[config.mk]
export PLATFORM = sky130hd
export DESIGN_NAME = opbus_master
export DESIGN_NICKNAME = d
export VERILOG_FILES = /design/src/rtl/opbus_pkg.sv /design/src/rtl/opbus_fall_sampler.sv /design/src/rtl/opbus_arb_fsm.sv /design/src/rtl/opbus_datapath.sv /design/src/rtl/opbus_master.sv
export SDC_FILE = /design/constraint.sdc
export NUM_CORES = 1
export LEC_CHECK = 0
export BUFFER_PORTS_ARGS = -buffer_cell sky130_fd_sc_hd__buf_2
export CAP_MARGIN = 0
export CORE_MARGIN = 1
export CORE_UTILIZATION = 35
export CTS_BUF_LIST = sky130_fd_sc_hd__clkbuf_2
export CTS_CLUSTER_DIAMETER = 50
export DETAILED_ROUTE_END_ITERATION = 7
export HOLD_SLACK_MARGIN = 0.1
export PLACE_DENSITY = 0.72
export SLEW_MARGIN = 0
export SYNTH_ARGS = -nofsm -noshare
export SYNTH_HDL_FRONTEND = slang
export SYNTH_SLANG_ARGS = --single-unit
[constraint.sdc]
create_clock -name clk -period 2.3 [get_ports clk]
set_input_delay 0.115 -clock clk [delete_from_list [all_inputs] [get_ports clk]]
set_output_delay 0.115 -clock clk [all_outputs]
set_load 0.02 [all_outputs]
[src/rtl/opbus_pkg.sv]
package opbus_pkg;
  typedef enum logic [1:0] {
    ARB_IDLE = 2'd0,
    ARB_WAIT = 2'd1,
    ARB_OWN  = 2'd2
  } arb_state_t;

  typedef struct packed {
    logic load_cmd;
    logic take_bus;
    logic release_bus;
  } arb_ctl_t;
endpackage

[src/rtl/opbus_fall_sampler.sv]
module opbus_fall_sampler #(
  parameter int WIDTH = 2
) (
  input  logic             clk,
  input  logic             rst,
  input  logic [WIDTH-1:0] din,
  input  logic [WIDTH-1:0] rst_val,
  output logic [WIDTH-1:0] dout
);
  for (genvar i = 0; i < WIDTH; i++) begin : g_bit
    always_ff @(negedge clk) begin
      if (rst) dout[i] <= rst_val[i];
      else     dout[i] <= din[i];
    end
  end
endmodule

[src/rtl/opbus_arb_fsm.sv]
module opbus_arb_fsm
  import opbus_pkg::*;
(
  input  logic       clk,
  input  logic       rst,
  input  logic       start,
  input  logic       grant_fe,
  input  logic       busy_fe,
  input  logic       dtack,
  output arb_ctl_t   ctl,
  output logic       req_q,
  output logic       gack_q,
  output logic       strobe_q,
  output logic       done_q
);
  arb_state_t state_q, state_d;
  logic req_d, gack_d, strobe_d, done_d;

  always_comb begin
    state_d  = state_q;
    req_d    = req_q;
    gack_d   = gack_q;
    strobe_d = strobe_q;
    done_d   = 1'b0;
    ctl      = '0;
    unique case (state_q)
      ARB_IDLE: begin
        if (start) begin
          state_d      = ARB_WAIT;
          req_d        = 1'b1;
          ctl.load_cmd = 1'b1;
        end
      end
      ARB_WAIT: begin
        if (grant_fe && !busy_fe) begin
          state_d      = ARB_OWN;
          req_d        = 1'b0;
          gack_d       = 1'b1;
          strobe_d     = 1'b1;
          ctl.take_bus = 1'b1;
        end
      end
      ARB_OWN: begin
        if (dtack) begin
          state_d         = ARB_IDLE;
          gack_d          = 1'b0;
          strobe_d        = 1'b0;
          done_d          = 1'b1;
          ctl.release_bus = 1'b1;
        end
      end
      default: begin
        state_d  = ARB_IDLE;
        req_d    = 1'b0;
        gack_d   = 1'b0;
        strobe_d = 1'b0;
      end
    endcase
  end

  always_ff @(posedge clk) begin
    if (rst) begin
      state_q  <= ARB_IDLE;
      req_q    <= 1'b0;
      gack_q   <= 1'b0;
      strobe_q <= 1'b0;
      done_q   <= 1'b0;
    end else begin
      state_q  <= state_d;
      req_q    <= req_d;
      gack_q   <= gack_d;
      strobe_q <= strobe_d;
      done_q   <= done_d;
    end
  end
endmodule

[src/rtl/opbus_datapath.sv]
module opbus_datapath
  import opbus_pkg::*;
#(
  parameter int AW = 16,
  parameter int DW = 16
) (
  input  logic          clk,
  input  logic          rst,
  input  arb_ctl_t      ctl,
  input  logic          in_write,
  input  logic          in_io,
  input  logic [AW-1:0] in_addr,
  input  logic [DW-1:0] in_wdata,
  input  logic [DW-1:0] bus_din,
  output logic [AW-1:0] bus_addr,
  output logic [DW-1:0] bus_wdata,
  output logic          bus_wdata_en,
  output logic          bus_rnw,
  output logic          bus_io,
  output logic [DW-1:0] rdata
);
  logic [AW-1:0] cmd_addr;
  logic [DW-1:0] cmd_wdata;
  logic          cmd_write;
  logic          cmd_io;

  always_ff @(posedge clk) begin
    if (rst) begin
      cmd_addr  <= '0;
      cmd_wdata <= '0;
      cmd_write <= 1'b0;
      cmd_io    <= 1'b0;
    end else if (ctl.load_cmd) begin
      cmd_addr  <= in_addr;
      cmd_wdata <= in_wdata;
      cmd_write <= in_write;
      cmd_io    <= in_io;
    end
  end

  always_ff @(posedge clk) begin
    if (rst) begin
      bus_addr     <= '0;
      bus_wdata    <= '0;
      bus_wdata_en <= 1'b0;
      bus_rnw      <= 1'b1;
      bus_io       <= 1'b0;
    end else if (ctl.take_bus) begin
      bus_addr     <= cmd_addr;
      bus_wdata    <= cmd_wdata;
      bus_wdata_en <= cmd_write;
      bus_rnw      <= ~cmd_write;
      bus_io       <= cmd_io;
    end else if (ctl.release_bus) begin
      bus_addr     <= '0;
      bus_wdata    <= '0;
      bus_wdata_en <= 1'b0;
      bus_rnw      <= 1'b1;
      bus_io       <= 1'b0;
    end
  end

  always_ff @(posedge clk) begin
    if (rst)                               rdata <= '0;
    else if (ctl.release_bus && !cmd_write) rdata <= bus_din;
  end
endmodule

[src/rtl/opbus_master.sv]
module opbus_master
  import opbus_pkg::*;
#(
  parameter int AW = 16,
  parameter int DW = 16
) (
  input  logic          clk,
  input  logic          rst,
  input  logic          xfer_start,
  input  logic          xfer_write,
  input  logic          xfer_io,
  input  logic [AW-1:0] xfer_addr,
  input  logic [DW-1:0] xfer_wdata,
  output logic          xfer_done,
  output logic [DW-1:0] xfer_rdata,
  output logic          bus_req,
  input  logic          bus_grant,
  input  logic          bus_busy,
  output logic          bus_gack,
  output logic [AW-1:0] bus_addr,
  output logic [DW-1:0] bus_wdata,
  output logic          bus_wdata_en,
  input  logic [DW-1:0] bus_din,
  output logic          bus_rnw,
  output logic          bus_io,
  output logic          bus_strobe,
  input  logic          bus_dtack
);
  localparam int NSAMP = 2;

  logic [NSAMP-1:0] samp_q;
  arb_ctl_t         ctl;

  opbus_fall_sampler #(.WIDTH(NSAMP)) u_samp (
    .clk     (clk),
    .rst     (rst),
    .din     ({bus_busy, bus_grant}),
    .rst_val ({1'b1, 1'b0}),
    .dout    (samp_q)
  );

  opbus_arb_fsm u_fsm (
    .clk      (clk),
    .rst      (rst),
    .start    (xfer_start),
    .grant_fe (samp_q[0]),
    .busy_fe  (samp_q[1]),
    .dtack    (bus_dtack),
    .ctl      (ctl),
    .req_q    (bus_req),
    .gack_q   (bus_gack),
    .strobe_q (bus_strobe),
    .done_q   (xfer_done)
  );

  opbus_datapath #(.AW(AW), .DW(DW)) u_dp (
    .clk          (clk),
    .rst          (rst),
    .ctl          (ctl),
    .in_write     (xfer_write),
    .in_io        (xfer_io),
    .in_addr      (xfer_addr),
    .in_wdata     (xfer_wdata),
    .bus_din      (bus_din),
    .bus_addr     (bus_addr),
    .bus_wdata    (bus_wdata),
    .bus_wdata_en (bus_wdata_en),
    .bus_rnw      (bus_rnw),
    .bus_io       (bus_io),
    .rdata        (xfer_rdata)
  );
endmodule

After elaboration in Yosys (flattened, before gate mapping):

Cells that the tools add are included.

* register bits: 92
* bits of input ports: 56
* output and inout port bits: 55
* word-level logic and storage cells: 57

* equal/unequal tests: 5
* muxes and demuxes: 24
* bitwise logic cells: 3
* reduce and logical (&&, ||, !) cells: 9

Operator list (number)
* two-way mux 16 bit: 3
* two-way mux 1 bit: 15
* AND reduction 3 bit: 3
* two-way mux 2 bit: 3
* one-hot mux 1 bit (3 select lines): 2
* one-hot mux 2 bit (3 select lines): 1
* inequality test 2 bit (second input constant): 2
* inverter 1 bit: 3
* equality test 2 x 1 -> 1 bit (second input constant): 1
* equality test 2 bit (second input constant): 1
* logical AND 1 bit: 2
* zero test 1 bit: 2
* zero test 2 bit: 1
* inequality test 2 x 1 -> 1 bit (second input constant): 1
* nonzero test 2 bit: 1

Longest topological paths before layout:

* depth after elaboration: 5
* depth in mapped cells: 6
* mapped depth without buffers: 3

Cells and area by module:

A second synthesis with hierarchy kept.

* cell total of the unflattened synthesis: 369
* area total of the unflattened synthesis: 3823.7 um2

By module, submodules not included
* opbus_datapath: instances 1, cells each 338, area an instance 3518.4 um2, seq. area each 1701.6 um2
* opbus_arb_fsm: instances 1, cells each 24, area an instance 231.5 um2, seq. area each 100.1 um2
* opbus_fall_sampler: instances 1, cells each 5, area an instance 66.3 um2, seq. area each 40.0 um2
* opbus_master: instances 1, cells each 2, area an instance 7.5 um2, seq. area each 0.0 um2

==> metrics.cfg <==
[global_route]
grt_max_degree=36
track_usage=0.190
antenna_found_initial=0
grt_overflow=0
grt_pass1_vias=3133
grt_pass1_wl_um=14500

[outcome]
violations=setup timing
status=finished with violations

[cts]
cts_inserted_buffers=9
cts_sinks=92
worstSkewPairLatency_ns=0.54
postCtsSetupBuffers=0
cts_max_path_buffers=2
h-tree-depth=3
root_buffer=clkbuf_2
cts_tree=yes
clk_pin_slew_ns=0.25

[logic_synthesis]
synth_area_sq_um=3140
yosysUniqueCellTypes=28
synth_top_family_by_area=compound AO/OA/AOI/OAI gates
ys_ff_latch=92
ys_seq_area_frac=0.586
synthMuxAreaShare=0
syn-num-nets=387
ys_warn_count=0
synth-xor-area-share=0
synthFlopType=dfxtp_1
yosys.area_share.simple=0.164
synth_edf_count=0
synth_compound_area_frac=0.197
yosys.area_share.adder=0
avgSynthCellArea_sq_um=9.50
netlist_instances=331
synth_async_sr_flop_share=0

[worst_setup_path]
crit_path_end_kind=register
r2r_setup_slack_ns=-0.08
r2r-end=u_dp.bus_addr[14]
cp.required_ns=2.78
crit_fanout=14
reg2reg_depth=4
worst_setup_path_start_kind=register
r2r-start=u_samp.dout[0]
criticalPathCategory=reg -> reg
arrival_ns=2.86

[cells_and_area]
antenna_cells=0
layout_common_cells=110 x buf_2, 101 x nand2_1, 90 x dlygate4sd3_1
fillers=748
syn_to_final_growth_pct=55.1
final_area_sq_um=4880
nets=586
mostFrequentLayoutCell=buf_2
drive_gt1_frac=0.279

[floorplan]
ios=111
die-width_um=96.8
dieArea_sq_um=9360
initial_core_util=0.360
coreArea_sq_um=8720
die_height_um=96.8
num_rows=34

[timing]
rsz0062_at_grt=yes
finalHoldViolCount=0
clock_skew_ns=0.0337
final-setup-viol-count=35
relSlewSlack=0.704
finalWorstSetupSlack_ns=-0.0804
worst_pin_slew_ns=0.443
holdWs_ns=0.337
drv_slew=0

[pwr]
powerDensity_nw_per_um2=600
leakage_nw=2.21
peakVddDrop_v=0.000280

[placement]
place_ws_ns=-0.133
globalplace.congestion=0.725
place_hpwl_um=5160
portBuffers=110
dpl-instance-area_sq_um=3810

[flow_run]
max_cap_viol_count=0

[routing]
ant_nets=0
drt_iter0_markers=96
vias=3061
post_drt_wl_per_cell_um=13.5
firstDrtPassIters=4
totalWireLength_um=8670
via_per_inst=4.76
drc=0

[hold_path]
holdCritPathClass=in -> reg
hold_depth=4
whs_endpoint=u_dp.cmd_addr[5]
min_from=xfer_addr[5]

==> synth_stat cells, types with 2 or more instances <==
master    instances  area share
dfxtp_1          92        0.59
inv_1             3      0.0036
a22o_1           34       0.095
nand2_1         101        0.12
clkbuf_1          9       0.011
a21oi_1          53       0.084
buf_4             2      0.0048
nand2b_1          2      0.0040
buf_2            12       0.019
buf_6             4       0.014
nor2_1            2      0.0024
==> per-layer routing <==
metal  GRT usage  wire, um
met3      0.0477       382
met2       0.340      4420
met4      0.0586       106
met1       0.222      3760
met5           0         0
==> sequential cells by signal, indices dropped and copies added (netlist names) <==
signal	flops
u_dp.cmd_write	1
u_dp.cmd_addr	16
u_dp.bus_addr	16
u_dp.bus_io	1
u_dp.bus_rnw	1
u_samp.dout	2
u_dp.cmd_io	1
u_fsm.state_q	2
u_dp.rdata	16
u_fsm.gack_q	1
u_fsm.done_q	1
u_dp.bus_wdata	16
u_fsm.req_q	1
u_dp.cmd_wdata	16
u_dp.bus_wdata_en	1
==> final cells by class <==
class,instances,area [sq um],area share
inverter,3,11.3,0.00231
clock inverter,9,105,0.0216
sequential,92,1850,0.378
clock buffer,9,45.0,0.00924
timing repair buffer,214,1580,0.325
multi-input combinational,208,1150,0.236
tap,108,135,0.0277
==> metrics by stage <==
| stage | setup TNS [ns] | instances | power (mW) | util |
|---|---|---|---|---|
| 4_1_cts | -2.19 | 643 | 2.95 | 0.558 |
| 5_1_grt | -3.21 | 643 | 3.06 | 0.559 |
| 6_report | -1.38 | 643 | 2.93 | 0.559 |
| 3_5_place_dp | -3.61 | 536 | 1.92 | 0.436 |
| 3_3_place_gp | -2.38 | 536 | 1.91 | 0.436 |
| 2_1_floorplan | -0.734 | 331 | 1.83 | - |
==> cell families (layout without fill, tap and decap cells) <==
group | after synthesis | count (layout)
and+or+nand+nor | 116 | 116
DFF | 92 | 92
buffers and inverters | 31 | 235
AOI/OAI and AO/OA | 92 | 92
==> worst max-delay path: stages, from the launching register on <==
cell      delay (ns)
dfxtp_2         0.32
nor4bb_4        0.15
a311oi_4        0.33
buf_6           0.22
a22o_1          0.14
==> where the power goes <==
part / switching, mW / total, mW / internal [mW]
registers: 0.0296 / 1.67 / 1.64
clock network: 0.566 / 0.937 / 0.371
logic: 0.135 / 0.316 / 0.181
==> what timing repair did <==
item,CTS,global route
gates resized for setup,3,5
pin swaps,1,0
hold buffers,90,0
endpoints found under the hold margin,55,0
endpoints found under the setup margin,35,50
==> how the worst max path moves through the flow <==
stage                        start                 end  slack [ns]  cells after the start
finish              u_samp.dout[0]   u_dp.bus_addr[14]       -0.08                      4
global route        u_samp.dout[0]   u_dp.bus_wdata[1]       -0.12                      4
detailed placement  u_samp.dout[1]   u_dp.bus_addr[14]       -0.13                      4
floorplan           u_samp.dout[0]        u_dp.bus_rnw       -0.04                      4
global placement    u_samp.dout[1]  u_dp.bus_wdata[10]       -0.08                      4
CTS                 u_samp.dout[0]  u_dp.bus_wdata[11]       -0.09                      4
No activity file was read; power rests on OpenSTA's default activity.
